--- src/rtl/hdr_pkg.sv ---
package hdr_pkg;

  // Ratio code: 0 for a plain image, otherwise a base of 2 (compressed)
  // or 1 (encrypted only), plus one for the wide port.
  function automatic logic [1:0] ratio_code(input logic enc, input logic cmp,
                                            input logic wide);
    logic [1:0] base;
    if (!enc && !cmp) begin
      ratio_code = 2'd0;
    end else begin
      base = cmp ? 2'd2 : 2'd1;
      ratio_code = base + {1'b0, wide};
    end
  endfunction

  // Keep-mask for a word holding nbytes valid bytes (0 = full word).
  function automatic logic [31:0] tail_mask(input logic [1:0] nbytes);
    case (nbytes)
      2'd1:    tail_mask = 32'h0000_00ff;
      2'd2:    tail_mask = 32'h0000_ffff;
      2'd3:    tail_mask = 32'h00ff_ffff;
      default: tail_mask = 32'hffff_ffff;
    endcase
  endfunction

endpackage

--- src/rtl/hdr_beat_counter.sv ---
module hdr_beat_counter #(
  parameter int LIMIT = 230,
  localparam int CW = $clog2(LIMIT + 1)
) (
  input  logic          clk,
  input  logic          rst_n,
  input  logic          sop_i,
  input  logic          beat_i,
  output logic [CW-1:0] idx_o
);
  logic [CW-1:0] cnt;
  logic          at_limit;

  assign at_limit = (cnt == CW'(LIMIT));
  assign idx_o    = sop_i ? '0 : cnt;

  always_ff @(posedge clk or negedge rst_n) begin
    if (!rst_n)                    cnt <= '0;
    else if (sop_i)                cnt <= beat_i ? CW'(1) : '0;
    else if (beat_i && !at_limit)  cnt <= cnt + CW'(1);
  end

  // the count saturates and never passes the limit
  assert_cnt_bounded_R1: assert property (@(posedge clk) disable iff (!rst_n)
    cnt <= CW'(LIMIT));
  // a start pulse without a beat restarts numbering at word 0
  assert_sop_restart_R7: assert property (@(posedge clk) disable iff (!rst_n)
    (sop_i && !beat_i) |=> (cnt == '0));

endmodule

--- src/rtl/hdr_flag_capture.sv ---
module hdr_flag_capture
  import hdr_pkg::*;
#(
  parameter int ENC_IDX = 69,
  parameter int CMP_IDX = 229,
  parameter int CW      = 8
) (
  input  logic          clk,
  input  logic          rst_n,
  input  logic          sop_i,
  input  logic          beat_i,
  input  logic          last_i,
  input  logic [CW-1:0] idx_i,
  input  logic [1:0]    enc_field_i,
  input  logic          cmp_bit_i,
  input  logic          wide_i,
  output logic [1:0]    ratio_o,
  output logic          ratio_valid_o,
  output logic          encrypted_o,
  output logic          compressed_o,
  output logic          hdr_err_o
);
  logic enc_seen;
  logic hit_enc, hit_cmp, short_end, open_img;

  assign open_img  = sop_i || (!ratio_valid_o && !hdr_err_o);
  assign hit_enc   = beat_i && (idx_i == CW'(ENC_IDX)) && open_img;
  assign hit_cmp   = beat_i && (idx_i == CW'(CMP_IDX)) && open_img;
  assign short_end = beat_i && last_i && (idx_i < CW'(CMP_IDX)) && open_img;

  always_ff @(posedge clk or negedge rst_n) begin
    if (!rst_n) begin
      enc_seen      <= 1'b0;
      ratio_o       <= 2'd0;
      ratio_valid_o <= 1'b0;
      encrypted_o   <= 1'b0;
      compressed_o  <= 1'b0;
      hdr_err_o     <= 1'b0;
    end else begin
      if (hit_enc)    enc_seen <= (enc_field_i != 2'b00);
      else if (sop_i) enc_seen <= 1'b0;

      if (hit_cmp) begin
        ratio_valid_o <= 1'b1;
        ratio_o       <= ratio_code(enc_seen, !cmp_bit_i, wide_i);
        encrypted_o   <= enc_seen;
        compressed_o  <= !cmp_bit_i;
      end else if (sop_i) begin
        ratio_valid_o <= 1'b0;
        ratio_o       <= 2'd0;
        encrypted_o   <= 1'b0;
        compressed_o  <= 1'b0;
      end

      if (short_end)  hdr_err_o <= 1'b1;
      else if (sop_i) hdr_err_o <= 1'b0;
    end
  end

  // a valid result holds until the next start pulse
  assert_result_hold_R5: assert property (@(posedge clk) disable iff (!rst_n)
    (ratio_valid_o && !sop_i) |=> (ratio_valid_o && $stable(ratio_o)));
  // an image never carries both an error and a result
  assert_err_excl_R6: assert property (@(posedge clk) disable iff (!rst_n)
    !(hdr_err_o && ratio_valid_o));
  // code 0 only for a plain image
  assert_zero_code_R3: assert property (@(posedge clk) disable iff (!rst_n)
    ratio_valid_o |-> ((ratio_o == 2'd0) == (!encrypted_o && !compressed_o)));
  // a compressed image never gets a code below 2
  assert_cmp_code_R4: assert property (@(posedge clk) disable iff (!rst_n)
    (ratio_valid_o && compressed_o) |-> (ratio_o >= 2'd2));
  // a start pulse clears both result and error
  assert_sop_clear_R7: assert property (@(posedge clk) disable iff (!rst_n)
    (sop_i && !beat_i) |=> (!ratio_valid_o && !hdr_err_o));

endmodule

--- src/rtl/hdr_tail_pass.sv ---
module hdr_tail_pass
  import hdr_pkg::*;
#(
  parameter int DW = 32
) (
  input  logic          clk,
  input  logic          rst_n,
  input  logic          in_valid,
  input  logic [DW-1:0] in_data,
  input  logic          in_last,
  input  logic [1:0]    in_bytes,
  output logic          out_valid,
  output logic [DW-1:0] out_data
);
  logic [DW-1:0] keep;

  assign keep = in_last ? DW'(tail_mask(in_bytes)) : '1;

  always_ff @(posedge clk or negedge rst_n) begin
    if (!rst_n) begin
      out_valid <= 1'b0;
      out_data  <= '0;
    end else begin
      out_valid <= in_valid;
      if (in_valid) out_data <= in_data & keep;
    end
  end

  // output valid follows input valid by one cycle
  assert_valid_follow_R8: assert property (@(posedge clk) disable iff (!rst_n)
    in_valid |=> out_valid);
  assert_idle_follow_R8: assert property (@(posedge clk) disable iff (!rst_n)
    !in_valid |=> !out_valid);
  // a one-byte tail leaves the upper bytes zero
  assert_tail_one_R9: assert property (@(posedge clk) disable iff (!rst_n)
    (in_valid && in_last && in_bytes == 2'd1) |=> (out_data[DW-1:8] == '0));

endmodule

--- src/rtl/hdr_ratio_detect.sv ---
module hdr_ratio_detect #(
  parameter int ENC_IDX = 69,
  parameter int CMP_IDX = 229,
  localparam int LIMIT = CMP_IDX + 1,
  localparam int CW    = $clog2(LIMIT + 1)
) (
  input  logic        clk,
  input  logic        rst_n,
  input  logic        sop_i,
  input  logic        wide_i,
  input  logic        in_valid,
  input  logic [31:0] in_data,
  input  logic        in_last,
  input  logic [1:0]  in_bytes,
  output logic        out_valid,
  output logic [31:0] out_data,
  output logic [1:0]  ratio_o,
  output logic        ratio_valid_o,
  output logic        encrypted_o,
  output logic        compressed_o,
  output logic        hdr_err_o
);
  logic [CW-1:0] beat_idx;

  hdr_beat_counter #(.LIMIT(LIMIT)) u_cnt (
    .clk(clk), .rst_n(rst_n), .sop_i(sop_i), .beat_i(in_valid),
    .idx_o(beat_idx)
  );

  hdr_flag_capture #(.ENC_IDX(ENC_IDX), .CMP_IDX(CMP_IDX), .CW(CW)) u_cap (
    .clk(clk), .rst_n(rst_n), .sop_i(sop_i), .beat_i(in_valid),
    .last_i(in_last), .idx_i(beat_idx), .enc_field_i(in_data[3:2]),
    .cmp_bit_i(in_data[1]), .wide_i(wide_i), .ratio_o(ratio_o),
    .ratio_valid_o(ratio_valid_o), .encrypted_o(encrypted_o),
    .compressed_o(compressed_o), .hdr_err_o(hdr_err_o)
  );

  hdr_tail_pass #(.DW(32)) u_pass (
    .clk(clk), .rst_n(rst_n), .in_valid(in_valid), .in_data(in_data),
    .in_last(in_last), .in_bytes(in_bytes), .out_valid(out_valid),
    .out_data(out_data)
  );

endmodule

--- config.mk ---
export PLATFORM = sky130hd
export DESIGN_NAME = hdr_ratio_detect
export DESIGN_NICKNAME = d
export VERILOG_FILES = /design/src/rtl/hdr_pkg.sv /design/src/rtl/hdr_beat_counter.sv /design/src/rtl/hdr_flag_capture.sv /design/src/rtl/hdr_tail_pass.sv /design/src/rtl/hdr_ratio_detect.sv
export SDC_FILE = /design/constraint.sdc
export NUM_CORES = 1
export LEC_CHECK = 0
export BUFFER_PORTS_ARGS = -buffer_cell sky130_fd_sc_hd__buf_2
export CAP_MARGIN = 20
export CORE_ASPECT_RATIO = 0.75
export CORE_MARGIN = 4
export CORE_UTILIZATION = 49
export CTS_CLUSTER_SIZE = 10
export DETAILED_ROUTE_END_ITERATION = 6
export PLACE_DENSITY = 0.89
export SETUP_SLACK_MARGIN = 0.3
export SLEW_MARGIN = 20
export SYNTH_ARGS = -nofsm -noshare
export SYNTH_HDL_FRONTEND = slang
export SYNTH_SLANG_ARGS = --single-unit
--- constraint.sdc ---
create_clock -name clk -period 2 [get_ports clk]
set_clock_uncertainty 0.05 [all_clocks]
set_input_delay 0.4 -clock clk [delete_from_list [all_inputs] [get_ports clk]]
set_output_delay 0.4 -clock clk [all_outputs]
set_load 0.05 [all_outputs]
==> results.cfg <==
[status]
status = finished, final reports clean

[critical_path]
end_kind = flop
critPathKind = flop to flop
worst_setup_path_start_kind = flop
cp_slowest_cell = sky130_fd_sc_hd__dfrtp_2
critPathRequiredTime_ns = 2.16
timing.critical_path.cells = or3b_4 -> nor4_4 -> buf_4 -> mux2i_1
wp_data_arrival_ns = 1.85
slowest_delay_ns = 0.46
critical_path_peak_fanout = 6

[route]
drt-pass1-iter-count = 4
drtAntennaViolNets = 0
postRouteWirelength_mm = 4.958
number_of_drc_markers_in_iteration_0 = 69
detailroute.via_count = 1835
viasPerCell = 5.258
detail_route.wl_per_cell_um = 14.21
drc = 0

[final_layout]
final_area_mm2 = 0.002773
regArea_mm2 = 0.001209
final_core_utilization = 0.6635
area_delta_synth_final_pct = 27.28
multi_input_comb_area_um2 = 850.8
finish.cell_count_without_fillers = 349
drive_above_1_share = 0.3844
fillers = 335
nets = 338
antennaDiodeCount = 0

[timing]
fin_worst_hold_slack_ns = 0.02748
fmax_mhz = 594.2
worst_slew_pin_slew_ns = 0.6377
finalHoldViolCount = 0
final.setup.tns_ns = 0
rsz_0062_raised_after_global_routing = true
finalSetupViolations = 0
final_min_period_over_clock_period = 0.8415
slew_headroom = 0.5740
timing.final.crit_period_ns = 1.683
final.setup.worst_slack_ns = 0.3171
drv_slew = 0

[clock_tree]
cts_made_buffers = 5
worst_skew_pair.late_latency_ns = 0.29
post_cts_hold_buffer_count = 0
clkTransAtPathRegs_ns = 0.09
cts_tree = built
clock_sink_count = 48
ctsHtreeMaxLevel = 2
clk_root_buffer_cell = sky130_fd_sc_hd__clkbuf_8
cts_buffer_depth = 2

[placement]
placed_area_mm2 = 0.002653
place.port_buffers = 78
detailed_place_hpwl_mm = 3.759
place_inst = 339
gp_congestion = 0.8161
post-place-ws_ns = 0.2370

[yosys]
synthSimpleGateAreaFrac = 0.1557
synth-seq-cells = 48
synth_top_family_by_area = simple AND/OR/NAND/NOR gates
syn_area_mm2 = 0.002178
mappedNetlistNets = 254
synth.top_cells.by_area = sky130_fd_sc_hd__dfrtp_1 55%, sky130_fd_sc_hd__mux2_2 4.7%, sky130_fd_sc_hd__o21ai_0 4.6%, sky130_fd_sc_hd__nand3_1 4.4%, sky130_fd_sc_hd__inv_1 4.1%
post_synth_arst_share = 1.000
synth.mux.area_fraction = 0.07180
synth-main-ff-cell = sky130_fd_sc_hd__dfrtp_1
synth_top_cell_area_share = 0.5514
synth_edf_count = 0
syn-mean-instance-area_um2 = 10.42
fraction_of_the_mapped_netlist_area_in_compound_gates = 0.1292
ys_seq_area_frac = 0.5514
synthesis.instances = 209
synth_xor_area_frac = 0.004021
post_synth_fa_ha_maj_area_fraction = 0.02872
synth_cell_types = 36
synth_top_cell_by_area = sky130_fd_sc_hd__dfrtp_1
synth-warning-count = 0

[grt]
antenna_found_initial = 0
globalRouteTotalUtil = 0.1863
grt_pass1_vias = 1777
grt_most_used_layer = met2
globalRouteMet1Util = 0.2555
grt_start_max_net_pins = 45
grtUsageMet3 = 0.04887
met2_usage = 0.2917
grt_remaining_overflow = 0
first_pass_grt_wire_length_mm = 8.259

[floorplanning]
core-area_mm2 = 0.004179
die-height_um = 65.74
ios = 79
floorplan.die.width_um = 84.99
die_ar_mm2 = 0.005587
floorplan.rows = 20
initial_utilization = 0.5213

[flow_run]
drv.max_cap_violation_count = 0

[power_and_ir_drop]
pwr-share-comb = 0.240
power.switching_fraction = 0.3268
power.static_leakage_nw = 1.384
share_clk_of_total_power = 0.275
vdd_ir_drop_max_uv = 570.9
powerDensity_mw_per_mm2 = 806.7
finalPower_mw = 2.237
internal_power_component_mw = 1.506
p_seq_frac = 0.485
p_switching_uw = 730.9

[worst_hold_path]
worst_hold_path_type = input port to async pin
layout by cell type, fill, tap and decap left out, types with 2 or more instances in the layout:
cell type,n
sky130_fd_sc_hd__and3_1,2
sky130_fd_sc_hd__nor2_1,5
sky130_fd_sc_hd__a21oi_1,5
sky130_fd_sc_hd__mux2_2,9
sky130_fd_sc_hd__nor2b_1,4
sky130_fd_sc_hd__a311oi_1,2
sky130_fd_sc_hd__inv_1,24
sky130_fd_sc_hd__buf_2,78
sky130_fd_sc_hd__ha_1,5
sky130_fd_sc_hd__dfrtp_1,42
sky130_fd_sc_hd__o21a_1,3
sky130_fd_sc_hd__buf_4,8
sky130_fd_sc_hd__o21ai_0,20
sky130_fd_sc_hd__mux2i_1,4
sky130_fd_sc_hd__nand4_1,3
sky130_fd_sc_hd__o2bb2ai_1,6
sky130_fd_sc_hd__nand3_1,19
sky130_fd_sc_hd__dfrtp_2,6
sky130_fd_sc_hd__o22ai_1,2
sky130_fd_sc_hd__nor4_1,2
sky130_fd_sc_hd__nand2_1,19
sky130_fd_sc_hd__or3b_4,2
sky130_fd_sc_hd__or3_1,4
sky130_fd_sc_hd__clkbuf_8,7
final timing paths:
check | startpoint | to | slack (ns) | cells past startpoint
max | u_cnt.cnt[4]$_DFFE_PN0P_ | u_cap.ratio_o[0]$_DFFE_PN0P_ | 0.32 | 4
min | rst_n | u_pass.out_data[1]$_DFFE_PN0P_ | 0.03 | 2
max reg2reg | u_cnt.cnt[4]$_DFFE_PN0P_ | u_cap.ratio_o[0]$_DFFE_PN0P_ | 0.32 | 4
min reg2reg | u_pass.out_data[28]$_DFFE_PN0P_ | u_pass.out_data[28]$_DFFE_PN0P_ | 0.44 | 1
max in group asynchronous | rst_n | u_cnt.cnt[3]$_DFFE_PN0P_ | 1.55 | 2
min in group clk | in_data[0] | u_pass.out_data[0]$_DFFE_PN0P_ | 0.29 | 2
state kept, by name, summed over array words and instances, names as in the netlist:
name / flops
u_pass.out_data: 32
u_cnt.cnt: 8
u_cap.ratio_o: 2
u_cap.compressed_o: 1
u_cap.enc_seen: 1
u_cap.encrypted_o: 1
u_cap.hdr_err_o: 1
u_cap.ratio_valid_o: 1
u_pass.out_valid: 1
cells in the mapped netlist, types with 2 or more instances:
cell and number:
sky130_fd_sc_hd__nand3_1 19, sky130_fd_sc_hd__nor2b_1 4, sky130_fd_sc_hd__dfrtp_1 48, sky130_fd_sc_hd__inv_1 24
sky130_fd_sc_hd__mux2i_1 4, sky130_fd_sc_hd__a21oi_1 5, sky130_fd_sc_hd__o2bb2ai_1 6, sky130_fd_sc_hd__clkbuf_1 7
sky130_fd_sc_hd__and3_1 2, sky130_fd_sc_hd__nor2_1 5, sky130_fd_sc_hd__nand4_1 3, sky130_fd_sc_hd__o22ai_1 2
sky130_fd_sc_hd__o21ai_0 20, sky130_fd_sc_hd__o21a_1 3, sky130_fd_sc_hd__a311oi_1 2, sky130_fd_sc_hd__ha_1 5
sky130_fd_sc_hd__or3_1 4, sky130_fd_sc_hd__nor4_1 2, sky130_fd_sc_hd__mux2_2 9, sky130_fd_sc_hd__nand2_1 19
power groups by stage:
stage               clock network, mW  logic [mW]  registers, mW
CTS                             0.631       0.536           1.09
global placement                    0       0.523           1.10
global route                    0.672       0.577           1.10
floorplan                           0       0.126           1.34
detailed placement                  0       0.536           1.10
finish                          0.616       0.536           1.08
critical path, delay by kind of cell, from the launching register on:
| kind | cells | cell delay, ns |
|---|---|---|
| and+or+nand+nor | 2 | 0.71 |
| DFF | 1 | 0.46 |
| buffers and inverters | 1 | 0.21 |
| muxes | 1 | 0.19 |
kinds of logic (layout without fill, tap and decap cells):
kind of cell               count (synthesis)  in the layout
AOI/OAI and AO/OA                         44             44
DFF                                       48             48
xor gates and xnor gates                   1              1
and+or+nand+nor                           63             63
adders and majority gates                  5              5
muxes                                     14             14
buffers and inverters                     34            119
routing by layer:
layer | up-vias | share of wire
met3 | 5 | 0.072
met4 | 0 | 0.0099
met1 | 880 | 0.47
li1 | 892 | -
met5 | - | 0
met2 | 58 | 0.45
final cells by class:
type,instances,area share
timing repair buffer,86,0.1625
clock buffer,8,0.03610
sequential,48,0.4359
inverter,25,0.03384
tap,55,0.02482
multi-input combinational,127,0.3069
timing repair:
item	CTS	global route
setup endpoints to repair	2	3
setup buffers	0	2
resized for setup	1	3
(Power assumes the default switching activity.)
